--- config.mk ---
export PLATFORM = sky130hd
export DESIGN_NAME = i2c_byte_master
export DESIGN_NICKNAME = d
export VERILOG_FILES = /design/src/rtl/i2cbm_pkg.sv /design/src/rtl/i2cbm_phase_timer.sv /design/src/rtl/i2cbm_csr.sv /design/src/rtl/i2c_byte_master.sv
export SDC_FILE = /design/constraint.sdc
export NUM_CORES = 1
export LEC_CHECK = 0
export BUFFER_PORTS_ARGS = -buffer_cell sky130_fd_sc_hd__buf_2
export CORE_MARGIN = 5
export CORE_UTILIZATION = 60
export CTS_CLUSTER_DIAMETER = 100
export DETAILED_ROUTE_END_ITERATION = 16
export PLACE_DENSITY = 0.78
export SYNTH_ARGS = -nofsm -noshare
export SYNTH_HDL_FRONTEND = slang
export SYNTH_SLANG_ARGS = --single-unit
--- constraint.sdc ---
create_clock -name clk -period 6.1 [get_ports clk]
set_clock_uncertainty 0.15 [all_clocks]
set_input_delay 0.915 -clock clk [delete_from_list [all_inputs] [get_ports clk]]
set_output_delay 0.915 -clock clk [all_outputs]
set_load 0.02 [all_outputs]
--- src/rtl/i2cbm_pkg.sv ---
package i2cbm_pkg;

    typedef enum logic [3:0] {
        ST_IDLE,
        ST_RST,
        ST_RS_LOW,
        ST_ST_HIGH,
        ST_ST_HOLD,
        ST_BIT_LOW,
        ST_BIT_HIGH,
        ST_ACK_LOW,
        ST_ACK_HIGH,
        ST_PARK,
        ST_SP_LOW,
        ST_SP_HIGH,
        ST_SP_REL
    } mst_state_t;

    // command word bit positions
    localparam int unsigned CMD_EN    = 0;
    localparam int unsigned CMD_XFER  = 1;
    localparam int unsigned CMD_START = 2;
    localparam int unsigned CMD_STOP  = 3;
    localparam int unsigned CMD_NAK   = 4;
    localparam int unsigned CMD_RST   = 5;

    // register addresses
    localparam logic [2:0] RA_CMD  = 3'd0;
    localparam logic [2:0] RA_STAT = 3'd1;
    localparam logic [2:0] RA_DATA = 3'd2;
    localparam logic [2:0] RA_DIV  = 3'd3;
    localparam logic [2:0] RA_TIM  = 3'd4;

endpackage

--- src/rtl/i2cbm_phase_timer.sv ---
module i2cbm_phase_timer #(
    parameter int CW = 20
) (
    input  logic          clk,
    input  logic          rst_n,
    input  logic          run,
    input  logic [CW-1:0] len,
    output logic          phase_end
);

    logic [CW-1:0] cnt_q;

    assign phase_end = run && (cnt_q == len - CW'(1));

    always_ff @(posedge clk) begin
        if (!rst_n) begin
            cnt_q <= '0;
        end else if (!run || phase_end) begin
            cnt_q <= '0;
        end else begin
            cnt_q <= cnt_q + CW'(1);
        end
    end

    // phase counter never passes the programmed phase length
    assert_phase_bound_R2: assert property (@(posedge clk) disable iff (!rst_n)
        run |-> (cnt_q < len));

endmodule

--- src/rtl/i2cbm_csr.sv ---
module i2cbm_csr
    import i2cbm_pkg::*;
#(
    parameter int DIV_W    = 18,
    parameter int GSR_W    = 8,
    parameter int TSR_W    = 8,
    parameter int TSR_INIT = 32
) (
    input  logic             clk,
    input  logic             rst_n,
    input  logic             wen,
    input  logic [2:0]       addr,
    input  logic [31:0]      wdata,
    input  logic             cfg_lock,
    input  logic [5:0]       cmd_view,
    input  logic [3:0]       stat_view,
    input  logic [7:0]       data_view,
    output logic [DIV_W-1:0] div_q,
    output logic [GSR_W-1:0] gsr_q,
    output logic [31:0]      rdata
);

    localparam int TSR_LSB = 16;

    logic [TSR_W-1:0] tsr_q;
    logic             unused_wbits;

    assign unused_wbits = ^{wdata[31:TSR_LSB+TSR_W], wdata[TSR_LSB-1:GSR_W]};

    always_ff @(posedge clk) begin
        if (!rst_n) begin
            div_q <= '0;
            gsr_q <= '0;
            tsr_q <= TSR_W'(TSR_INIT);
        end else if (wen && !cfg_lock) begin
            if (addr == RA_DIV) begin
                div_q <= wdata[DIV_W-1:0];
            end
            if (addr == RA_TIM) begin
                gsr_q <= wdata[GSR_W-1:0];
                tsr_q <= wdata[TSR_LSB +: TSR_W];
            end
        end
    end

    always_comb begin
        rdata = '0;
        case (addr)
            RA_CMD:  rdata[5:0] = cmd_view;
            RA_STAT: rdata[3:0] = stat_view;
            RA_DATA: rdata[7:0] = data_view;
            RA_DIV:  rdata[DIV_W-1:0] = div_q;
            RA_TIM: begin
                rdata[GSR_W-1:0]         = gsr_q;
                rdata[TSR_LSB +: TSR_W]  = tsr_q;
            end
            default: rdata = '0;
        endcase
    end

    // configuration must not move while a phase is being timed
    assert_cfg_frozen_R3: assert property (@(posedge clk) disable iff (!rst_n)
        ($past(cfg_lock) && cfg_lock) |-> ($stable(div_q) && $stable(gsr_q)));

endmodule

--- src/rtl/i2c_byte_master.sv ---
module i2c_byte_master
    import i2cbm_pkg::*;
#(
    parameter int DIV_W      = 18,
    parameter int GSR_W      = 8,
    parameter int TSR_W      = 8,
    parameter int RST_CYCLES = 4
) (
    input  logic        clk,
    input  logic        rst_n,
    input  logic        reg_wen,
    input  logic [2:0]  reg_addr,
    input  logic [31:0] reg_wdata,
    output logic [31:0] reg_rdata,
    output logic        scl_out,
    output logic        sda_out,
    input  logic        sda_in
);

    localparam int CW  = DIV_W + 2;
    localparam int RCW = $clog2(RST_CYCLES + 1);

    mst_state_t       state_q, state_d;
    logic [2:0]       bit_q;
    logic [7:0]       sh_q, data_q;
    logic             dir_rx_q, addr_ph_q, dir_pend_q, stop_q, nak_q;
    logic [4:0]       cmd_q;
    logic             sta_txd_q, sta_rxd_q, sta_nak_q;
    logic [RCW-1:0]   rcnt_q;
    logic [DIV_W-1:0] div_q;
    logic [GSR_W-1:0] gsr_q;
    logic [CW-1:0]    low_len, high_len, phase_len;
    logic             phase_end, run, busy, cur_rx, scl_low_phase;
    logic             cmd_wr, soft_rst, can_take, accept, nack_in, rst_done;

    assign cmd_wr   = reg_wen && (reg_addr == RA_CMD);
    assign soft_rst = cmd_wr && reg_wdata[CMD_RST];
    assign can_take = ((state_q == ST_IDLE) && reg_wdata[CMD_START]) || (state_q == ST_PARK);
    assign accept   = cmd_wr && !reg_wdata[CMD_RST] && reg_wdata[CMD_EN]
                      && reg_wdata[CMD_XFER] && can_take;
    assign cur_rx   = dir_rx_q && !addr_ph_q;
    assign busy     = !((state_q == ST_IDLE) || (state_q == ST_PARK));
    assign run      = busy && (state_q != ST_RST);
    assign nack_in  = !cur_rx && sda_in;
    assign rst_done = (rcnt_q == RCW'(RST_CYCLES - 1));

    assign scl_low_phase = (state_q == ST_RS_LOW) || (state_q == ST_BIT_LOW)
                        || (state_q == ST_ACK_LOW) || (state_q == ST_SP_LOW);
    assign low_len   = CW'(div_q) + CW'(gsr_q) + CW'(2);
    assign high_len  = CW'(div_q) + CW'(2);
    assign phase_len = scl_low_phase ? low_len : high_len;

    i2cbm_phase_timer #(.CW(CW)) timer_i (
        .clk       (clk),
        .rst_n     (rst_n),
        .run       (run),
        .len       (phase_len),
        .phase_end (phase_end)
    );

    i2cbm_csr #(.DIV_W(DIV_W), .GSR_W(GSR_W), .TSR_W(TSR_W), .TSR_INIT(32)) csr_i (
        .clk       (clk),
        .rst_n     (rst_n),
        .wen       (reg_wen),
        .addr      (reg_addr),
        .wdata     (reg_wdata),
        .cfg_lock  (busy),
        .cmd_view  ({state_q == ST_RST, cmd_q}),
        .stat_view ({busy, sta_nak_q, sta_rxd_q, sta_txd_q}),
        .data_view (data_q),
        .div_q     (div_q),
        .gsr_q     (gsr_q),
        .rdata     (reg_rdata)
    );

    // state register
    always_ff @(posedge clk) begin
        if (!rst_n) begin
            state_q <= ST_IDLE;
        end else begin
            state_q <= state_d;
        end
    end

    // next state
    always_comb begin
        state_d = state_q;
        unique case (state_q)
            ST_IDLE:     if (accept) state_d = ST_ST_HIGH;
            ST_PARK:     if (accept) state_d = reg_wdata[CMD_START] ? ST_RS_LOW : ST_BIT_LOW;
            ST_RST:      if (rst_done) state_d = ST_IDLE;
            ST_RS_LOW:   if (phase_end) state_d = ST_ST_HIGH;
            ST_ST_HIGH:  if (phase_end) state_d = ST_ST_HOLD;
            ST_ST_HOLD:  if (phase_end) state_d = ST_BIT_LOW;
            ST_BIT_LOW:  if (phase_end) state_d = ST_BIT_HIGH;
            ST_BIT_HIGH: if (phase_end) state_d = (bit_q == 3'd0) ? ST_ACK_LOW : ST_BIT_LOW;
            ST_ACK_LOW:  if (phase_end) state_d = ST_ACK_HIGH;
            ST_ACK_HIGH: if (phase_end) state_d = (stop_q && !nack_in) ? ST_SP_LOW : ST_PARK;
            ST_SP_LOW:   if (phase_end) state_d = ST_SP_HIGH;
            ST_SP_HIGH:  if (phase_end) state_d = ST_SP_REL;
            ST_SP_REL:   if (phase_end) state_d = ST_IDLE;
            default:     state_d = ST_IDLE;
        endcase
        if (soft_rst) state_d = ST_RST;
    end

    // byte datapath and status
    always_ff @(posedge clk) begin
        if (!rst_n || soft_rst) begin
            bit_q      <= '0;
            sh_q       <= '0;
            data_q     <= '0;
            dir_rx_q   <= 1'b0;
            addr_ph_q  <= 1'b0;
            dir_pend_q <= 1'b0;
            stop_q     <= 1'b0;
            nak_q      <= 1'b0;
            cmd_q      <= '0;
            sta_txd_q  <= 1'b0;
            sta_rxd_q  <= 1'b0;
            sta_nak_q  <= 1'b0;
            rcnt_q     <= '0;
        end else begin
            rcnt_q <= (state_q == ST_RST) ? RCW'(rcnt_q + RCW'(1)) : '0;
            if (reg_wen && (reg_addr == RA_DATA)) begin
                data_q <= reg_wdata[7:0];
            end
            if (accept) begin
                cmd_q     <= reg_wdata[4:0];
                stop_q    <= reg_wdata[CMD_STOP];
                nak_q     <= reg_wdata[CMD_NAK];
                bit_q     <= 3'd7;
                sh_q      <= data_q;
                sta_txd_q <= 1'b0;
                sta_rxd_q <= 1'b0;
                sta_nak_q <= 1'b0;
                addr_ph_q <= reg_wdata[CMD_START];
                if (reg_wdata[CMD_START]) begin
                    dir_pend_q <= data_q[0];
                end
            end
            if ((state_q == ST_BIT_HIGH) && phase_end) begin
                sh_q  <= {sh_q[6:0], sda_in};
                bit_q <= 3'(bit_q - 3'd1);
            end
            if ((state_q == ST_ACK_HIGH) && phase_end) begin
                if (cur_rx) begin
                    sta_rxd_q <= 1'b1;
                    data_q    <= sh_q;
                    if (nak_q) sta_nak_q <= 1'b1;
                end else begin
                    sta_txd_q <= 1'b1;
                    if (sda_in) sta_nak_q <= 1'b1;
                end
                if (addr_ph_q) begin
                    dir_rx_q  <= dir_pend_q;
                    addr_ph_q <= 1'b0;
                end
            end
        end
    end

    // line outputs
    always_comb begin
        scl_out = !scl_low_phase && (state_q != ST_PARK);
        unique case (state_q)
            ST_ST_HOLD, ST_SP_LOW, ST_SP_HIGH: sda_out = 1'b0;
            ST_BIT_LOW, ST_BIT_HIGH:           sda_out = cur_rx ? 1'b1 : sh_q[7];
            ST_ACK_LOW, ST_ACK_HIGH:           sda_out = cur_rx ? nak_q : 1'b1;
            default:                           sda_out = 1'b1;
        endcase
    end

    assert_idle_released_R1: assert property (@(posedge clk) disable iff (!rst_n)
        (state_q == ST_IDLE) |-> (scl_out && sda_out));

    assert_sda_steady_high_R4: assert property (@(posedge clk) disable iff (!rst_n)
        ((state_q == ST_BIT_HIGH) && ($past(state_q) == ST_BIT_HIGH)) |-> $stable(sda_out));

    assert_done_exclusive_R6: assert property (@(posedge clk) disable iff (!rst_n)
        !(sta_txd_q && sta_rxd_q));

    assert_park_holds_scl_R7: assert property (@(posedge clk) disable iff (!rst_n)
        (state_q == ST_PARK) |-> !scl_out);

    assert_reset_window_R11: assert property (@(posedge clk) disable iff (!rst_n)
        (state_q == ST_RST) |-> (rcnt_q < RCW'(RST_CYCLES)));

    assert_stop_releases_R9: assert property (@(posedge clk) disable iff (!rst_n)
        ($past(state_q) == ST_SP_REL && state_q == ST_IDLE) |-> (scl_out && sda_out));

endmodule

==> metrics, run 1 <==
clk slew on worst S/H paths roughly 0.1 ns; pin count of the biggest net entering global routing 39; most frequent cell after synthesis nand2_1; critical path peak fanout 21; Fmax between 0.15 and 0.2 GHz; final slew viol count 0; Initial Util 60.82%; Tcrit/Tclk final 90.14%; PD cells 229.9 nW/um2; Synth Instances about 830; final setup TNS 0 ns; dominant cells by area after synthesis dfxtp_1 28%, nand2_1 7.2%, mux2i_1 5.2%, xnor2_1 4.7%, ha_1 4.4%; IO Pins 73; TritonCTS Buffers 9; Area Growth Syn to Fin 5.801%; Pleak 2.771 nW; Hold WC Path Type flip-flop to flip-flop; Post-synth EDFFs 0; Final Hold Fails 0; Worst-Skew Late Latency approximately 0.40 ns; Final ANT Viol Nets 0; GRT overflow 0; Rel. slew slack 25.93%; Worst Hold Margin about 0.28 ns; Iter 0 DRT Violations approximately 530; DRT Pass-1 Iters 5; # rows 38; top post-synthesis cells by count 126 x nand2_1, 91 x dfxtp_1, 60 x nor2_1; Total GRT Usage roughly 25%; dpl hpwl around 12000 um; main flop type after synthesis dfxtp_1; Crit path largest cell delay ~0.73 ns; Core Region 10750 um2; worst-margin pin slew about 1.1 ns; Max Cap Violations 0; postcts setup bufs 0; Synth async-reset ratio 0%; YS warnings 0; slowest CP cell or3_1; Synth Register Bits 91; status finished, final reports clean; CP Class flip-flop to flip-flop; # port buffers 56; Routed WL about 16000 um; wire per inst between 15 and 20 um; clk root buf clkbuf_8; Synth cell types 88; routability-driven placement congestion ratio just under 0.9; Seq/Total Area, Yosys ~28%; share of layout cells above drive strength 1 a little under an eighth; dpl ws between 0.6 and 0.7 ns; vias in the first global route between 5000 and 6000; synthesized area between 6000 and 7000 um2; post-synth top area cell dfxtp_1; H-tree depth 3; CTS tree built; via/cell ratio 6.026; nets@finish about 910; Post-CTS Resized 0; CTS Buffer Depth 2; Vert. Die Dim ~110 um; Antenna Cells 0; Die ar. 13080 um2; area share of the largest cell type after synthesis between 20% and 30%; Syn Area/Cell about 7.9 um2; Setup crit end kind flip-flop; Total Power approximately 1.6 mW; Die Wd between 100 and 150 um; Final setup viols 0; Placed Cells approximately 980; RSZ-0062 raised after global routing no; crit path DAT 5.64 ns; worst-path cell chain inv_1 > ha_1 > inv_1 > ha_1 > inv_1 > fa_1 > nand2b_1 > a211oi_1 > o211ai_1 > a21oi_1 > xor2_1 > a211oi_1 > a211o_1 > nand3_1 > nand4b_1 > or3_1 > and3_1 > a211oi_1; Finished Layout Cells between 900 and 1000; first-pass GRT wire length ~27000 um; critical path launch point type flip-flop; initial antenna violation count 0; Tmin final between 5 and 6 ns; critical path required time between 6 and 7 ns; post-route worst setup slack about 0.6 ns; Sink Count just over 90; VDD IR max 0.2073 mV; Post-route DRC 0; post-cts hold buffer count 0; Vias approximately 6000
## stage by stage
step	utilization (%)	area, um2
after floorplan	-	6561
final	64.35	6914
after global placement	62.70	6738
after detailed placement	62.70	6738
after CTS	64.35	6914
after global routing	64.35	6914
## per-layer routing
layer  track usage [%]  wire [um]
met1             33.92       7488
met2             41.14       7515
met3             5.074       1026
met4             8.630        309
met5                 0          0
## cells in the final DEF (no fill, tap or decap), types with 12 or more instances in the layout
master / n
xnor2_1: 35
buf_2: 56
mux2i_1: 34
ha_1: 23
a211oi_1: 14
dfxtp_1: 91
nand2_1: 126
xor2_1: 23
a21boi_0: 35
nor3_1: 30
inv_1: 25
nand3_1: 28
a21oi_1: 31
o21ai_0: 25
or3_1: 12
and3_1: 22
nor2_1: 60
and2_1: 16
## power by group
group          internal, mW  switching [mW]
combinational         0.216           0.326
clock                 0.152           0.238
sequential            0.612          0.0456
total                 0.980           0.610
## layout make-up
| type | count | area [um2] |
|---|---|---|
| tap | 140 | 175.2 |
| clock inverter | 7 | 52.55 |
| fill | 952 | 3831 |
| clock buffer | 9 | 123.9 |
| inverter | 25 | 93.84 |
| sequential | 91 | 1822 |
| multi-input combinational | 662 | 4337 |
| timing repair buffer | 60 | 310.3 |
## flip-flops by register name, summed over array words and instances (netlist names), 3 cells and up
signal and count:
csr_i.div_q 18, cmd_q 4, bit_q 3, sh_q 8, data_q 8, csr_i.tsr_q 8
state_q 4, timer_i.cnt_q 20, rcnt_q 3, csr_i.gsr_q 8
## critical path, delay by kind of cell, from the launching register on
kind | cells | cell delay, ns
AOI/OAI and AO/OA | 6 | 1.61
xor gates and xnor gates | 1 | 0.45
buffers and inverters | 3 | 0.21
and+or+nand+nor | 5 | 1.58
adders and majority gates | 3 | 0.85
DFF | 1 | 0.53
## worst paths after layout
check	slack [ns]	from	end	cells after the start
max	0.60	csr_i.div_q[1]	bit_q[1]	18
min	0.28	rcnt_q[0]	rcnt_q[0]	1
max reg2reg	0.60	csr_i.div_q[1]	bit_q[1]	18
min reg2reg	0.28	rcnt_q[0]	rcnt_q[0]	1
## logic make-up after synthesis
logic type               count (synthesis)  synth area share, %
adder cells (fa/ha/maj)                 25                4.863
AO/OA/AOI/OAI                          181                20.16
buffers and inverters                   85                6.241
AND/OR/NAND/NOR                        354                27.28
other                                    1              0.05738
flip-flops                              91                27.88
multiplexers                            35                5.380
XOR/XNOR                                59                8.137
(Power assumes the default switching activity.)
==> inputs of run 2 (changes only) <==
- ABC_AREA: default -> 1
- CAP_MARGIN: default -> 20
- PLACE_DENSITY: 0.78 -> 0.79
==> metrics, run 2 <==
post-synth top area cell dfxtp_1; Die ar. around 13000 um2; Post-synth EDFFs 0; commonest non-fill, non-tap cells in the layout 277 x nand2_1, 170 x nor2_1, 125 x inv_1; Hold WC Path Type flip-flop to flip-flop; area of the multi-input gates about 4000 um2; final slew viol count 0; clk slew on worst S/H paths about 0.10 ns; Core Region between 10000 and 15000 um2; dpl hpwl 12220 um; postcts setup bufs 0; Synth async-reset ratio 0%; FF+latch area about 1800 um2; Antenna Cells 0; pin count of the biggest net entering global routing 38; # rows 37; first-pass GRT wire length 26900 um; post-route worst setup slack around 1.6 ns; Initial Util 62.04%; critical path required time between 6 and 7 ns; dominant cells by area after synthesis dfxtp_1 28%, nand2_1 16%, nor2_1 9.9%, inv_1 7.3%, nand3_1 6.7%; nets@finish ~1200; Seq/Total Area, Yosys 28.19%; Placed Cells 1228; CTS tree built; Synth cell types 48; Vert. Die Dim around 110 um; status finished, final reports clean; RSZ-0062 raised after global routing no; YS warnings 0; Post-CTS Resized 0; crit path DAT 4.60 ns; Synth Register Bits 91; Final Hold Fails 0; flop2flop setup slack 1.63 ns; Reg with most FFs timer_i.cnt_q; Area Growth Syn to Fin 7.899%; via/cell ratio around 5.3; Pleak 3.237 nW; initial antenna violation count 0; most frequent cell after synthesis nand2_1; # port buffers 56; Fill cells between 1000 and 1500; dpl ws 1.721 ns; commonest non-fill, non-tap cell in the layout nand2_1; Sink Count roughly 90; slowest CP cell nand3_1; crit-path most repeated cell nand2_1; Tmin final between 4 and 5 ns; Fmax ~0.22 GHz; Vias roughly 6600; Worst-Skew Late Latency between 0.3 and 0.4 ns; max reg flops 20; CP Class flip-flop to flip-flop; worst-margin pin slew just over 0.8 ns; top post-synthesis cells by count 277 x nand2_1, 170 x nor2_1, 125 x inv_1; main flop type after synthesis dfxtp_1; Rel. slew slack about 45%; Setup crit end kind flip-flop; Synth Instances 1058; IO Pins 73; critical path launch point type flip-flop; Final setup viols 0; wire per inst 12.82 um; share of layout cells above drive strength 1 approximately 11%; Crit path largest cell delay roughly 0.57 ns; Total GRT Usage 25.07%; Syn Area/Cell ~6.1 um2; Final ANT Viol Nets 0; post-cts hold buffer count 0; DRT Pass-1 Iters 6; Finished Layout Cells approximately 1200; area share of the largest cell type after synthesis approximately 28%; routability-driven placement congestion ratio just over 0.9; Routed WL approximately 16000 um; largest registers timer_i.cnt_q: 20 flops, csr_i.div_q: 18 flops; Max Cap Violations 0; TritonCTS Buffers 9; Die Wd ~110 um; vias in the first global route 6095; H-tree depth 3; final setup TNS 0 ns; VDD IR max around 0.27 mV; GRT overflow 0; clk root buf clkbuf_8; PD cells roughly 290 nW/um2; synthesized area approximately 6500 um2; Total Power roughly 2 mW; Iter 0 DRT Violations a little over 400; CTS Buffer Depth 2; critical path peak fanout 20; Post-route DRC 0; Tcrit/Tclk final about 73%
## run 2: cell types whose count changed in the layout (fill, tap and decap cells not counted), sizes merged, moves of 12 or more
cell,previous run,this run
xnor2,35,2
nor2,62,181
o21ai,27,74
nand2,127,285
mux2i,34,0
nor3,32,13
a211oi,14,1
and3,22,0
a21boi,37,0
inv,27,136
nand3,28,97
a21oi,32,58
and2,16,0
or3,12,0
## run 2: cell type report
| class | count | share of cell area [%] |
|---|---|---|
| Multi-Input combinational cell | 803 | 56.77 |
| Sequential cell | 91 | 26.13 |
| Inverter | 140 | 7.554 |
| Timing Repair Buffer | 58 | 4.235 |
| Tap cell | 136 | 2.440 |
| Clock buffer | 10 | 1.974 |
| Clock inverter | 5 | 0.8972 |
## run 2: final timing paths
path	startpoint	to	depth (start not counted)
worst min-delay path	rcnt_q[0]	rcnt_q[0]	1
worst max register to register	csr_i.div_q[1]	timer_i.cnt_q[17]	25
worst max-delay path	csr_i.div_q[1]	timer_i.cnt_q[17]	25
worst min register to register	rcnt_q[0]	rcnt_q[0]	1
## run 2: cell families (layout without fill, tap and decap cells)
| kind of cell | count (synthesis) | after routing | share of synthesized area, % |
|---|---|---|---|
| AO/OA/AOI/OAI | 157 | 157 | 13.36 |
| XOR/XNOR | 16 | 16 | 2.169 |
| adder cells (fa/ha/maj) | 24 | 24 | 4.763 |
| buffers and inverters | 171 | 213 | 10.96 |
| flip-flops | 91 | 91 | 28.19 |
| multiplexers | 5 | 5 | 0.8712 |
| other | 1 | 8 | 0.05803 |
| AND/OR/NAND/NOR | 593 | 593 | 39.63 |
## run 2: power by group
| group | leakage [nW] | internal (mW) | switching, mW |
|---|---|---|---|
| combinational | 2.41 | 0.279 | 0.637 |
| clock | 0.0950 | 0.200 | 0.224 |
| sequential | 0.735 | 0.630 | 0.0508 |
| total | 3.24 | 1.11 | 0.912 |
## run 2: through the flow
| step | utilization (%) | cell area (um2) | hold slack [ns] |
|---|---|---|---|
| after floorplan | - | 6489 | 0.2492 |
| after global placement | 65.02 | 6773 | 0.2633 |
| after detailed placement | 65.02 | 6773 | 0.2658 |
| after CTS | 66.94 | 6973 | 0.2776 |
| after global routing | 66.94 | 6973 | 0.3031 |
| final | 66.94 | 6973 | 0.2693 |
## run 2: per-layer routing
metal	vias up	GRT usage, %	routed length, um
li1	3472	-	-
met1	2922	30.32	6982
met2	159	44.76	7845
met3	33	3.342	695
met4	0	10.21	418
met5	-	0	0
## run 2: worst max-delay path, delay by kind of cell (launching register included)
| kind | cells | cell delay, ns |
|---|---|---|
| simple gates | 18 | 2.58 |
| fa+ha+maj | 3 | 0.86 |
| flops | 1 | 0.45 |
| buf+inv | 4 | 0.32 |
==> inputs of run 3 (changes only) <==
- clock period: 6.1 -> 4.42 ns (I/O delays scaled with it)
==> metrics, run 3 (synthesized netlist as in run 2, its figures left out) <==
wire per inst 12.68 um; Antenna Cells 0; Routed WL roughly 16000 um; final slew viol count 0; Hold WC Path Type flip-flop to flip-flop; critical path launch point type flip-flop; CP Class flip-flop to flip-flop; Comb power frac about 46%; Reg with most FFs timer_i.cnt_q; Buffers & Inverters on Critical Path 7; pin count of the biggest net entering global routing 38; Initial Util 62.04%; status finished, final reports clean; Final setup viols 0; Max Cap Violations 0; commonest non-fill, non-tap cell in the layout nand2_1; Final Cell Area roughly 7000 um2; vias in the first global route 6304; critical path peak fanout 9; Vert. Die Dim between 100 and 150 um; Final ANT Viol Nets 0; Die ar. between 10000 and 15000 um2; Tmin final 4.043 ns; nets@finish ~1200; TritonCTS Buffers 9; initial antenna violation count 0; H-tree depth 3; CTS Buffer Depth 2; routability-driven placement congestion ratio just over 0.9; via/cell ratio roughly 5.3; # port buffers 56; dpl hpwl between 10000 and 15000 um; clk root buf clkbuf_8; slowest CP cell fa_1; Flop pwr share approximately 34%; # rows 37; Worst-Skew Late Latency around 0.4 ns; Sink Count slightly above 90; Tcrit/Tclk final 91.47%; clk slew on worst S/H paths 0.09 ns; crit-path most repeated cell nand2_1; commonest non-fill, non-tap cells in the layout 273 x nand2_1, 167 x nor2_1, 125 x inv_1; Iter 0 DRT Violations 459; Core Region ~10000 um2; dpl ws 0.3715 ns; postcts setup bufs 0; post-route worst setup slack 0.3769 ns; CTS tree built; Final Hold Fails 0; Placed Cells approximately 1200; Crit path largest cell delay about 0.39 ns; largest registers timer_i.cnt_q: 20 flops, csr_i.div_q: 18 flops; Area Growth Syn to Fin 8.558%; post-cts hold buffer count 0; DP Area a little under 7000 um2; IO Pins between 70 and 80; Post-route DRC 0; Post-CTS Resized 0; Pleak ~3.3 nW; PD cells slightly below 400 nW/um2; worst-margin pin slew slightly below 0.8 ns; Vias 6635; Total Power about 2.8 mW; NetSw about 1.3 mW; DRT Pass-1 Iters 5; Int Pwr about 1.5 mW; Fmax 0.2473 GHz; Clock Power Share just under 20%; critical path required time about 4.6 ns; Finished Layout Cells ~1200; Die Wd 113.8 um; GRT overflow 0; utilization after layout between 60 and 70%; first-pass GRT wire length around 27000 um; share of layout cells above drive strength 1 between 10% and 20%; VDD IR max roughly 0.32 mV; crit path DAT roughly 4.2 ns; Rel. slew slack around half; max reg flops 20; Total GRT Usage between 20% and 30%; Sw Ratio 46.45%; Setup crit end kind flip-flop; Top delay family on crit path simple AND/OR/NAND/NOR gates; final setup TNS 0 ns; Worst Hold Margin roughly 0.28 ns
## run 3: final timing paths
check	end	cells after the start	slack [ns]	start
setup / recovery	bit_q[2]	30	0.38	csr_i.div_q[1]
hold / removal	rcnt_q[0]	1	0.28	rcnt_q[0]
setup reg to reg	bit_q[2]	30	0.38	csr_i.div_q[1]
hold reg to reg	rcnt_q[0]	1	0.28	rcnt_q[0]
## run 3: per-layer routing
layer	share of wire, %	GRT usage [%]	wire length [um]	vias up
met4	3.0	10.53	469	0
met3	4.5	4.615	708	40
li1	-	-	-	3473
met2	49	45.54	7786	144
met5	0	0	0	-
met1	43	30.03	6861	2978
## run 3: power groups by stage
stage / clock network (mW) / registers [mW] / logic, mW
finish: 0.554 / 0.939 / 1.29
global placement: 0 / 0.955 / 1.24
CTS: 0.566 / 0.937 / 1.26
floorplan: 0 / 0.928 / 1.06
detailed placement: 0 / 0.956 / 1.25
global route: 0.602 / 0.950 / 1.47
## run 3: layout make-up
type,count,area (um2)
Clock inverter,7,58.81
Inverter,140,530.5
Multi-Input combinational cell,803,3981
Fill cell,1019,3401
Clock buffer,9,123.9
Timing Repair Buffer,62,329.1
Tap cell,136,170.2
Sequential cell,91,1822
## run 3: worst reg2reg max path: cells and delay by family, from the launching register on
kind                       cells  cell delay, ns
and+or+nand+nor               20            1.96
buffers and inverters          7            0.66
adders and majority gates      3            0.86
DFF                            1            0.35
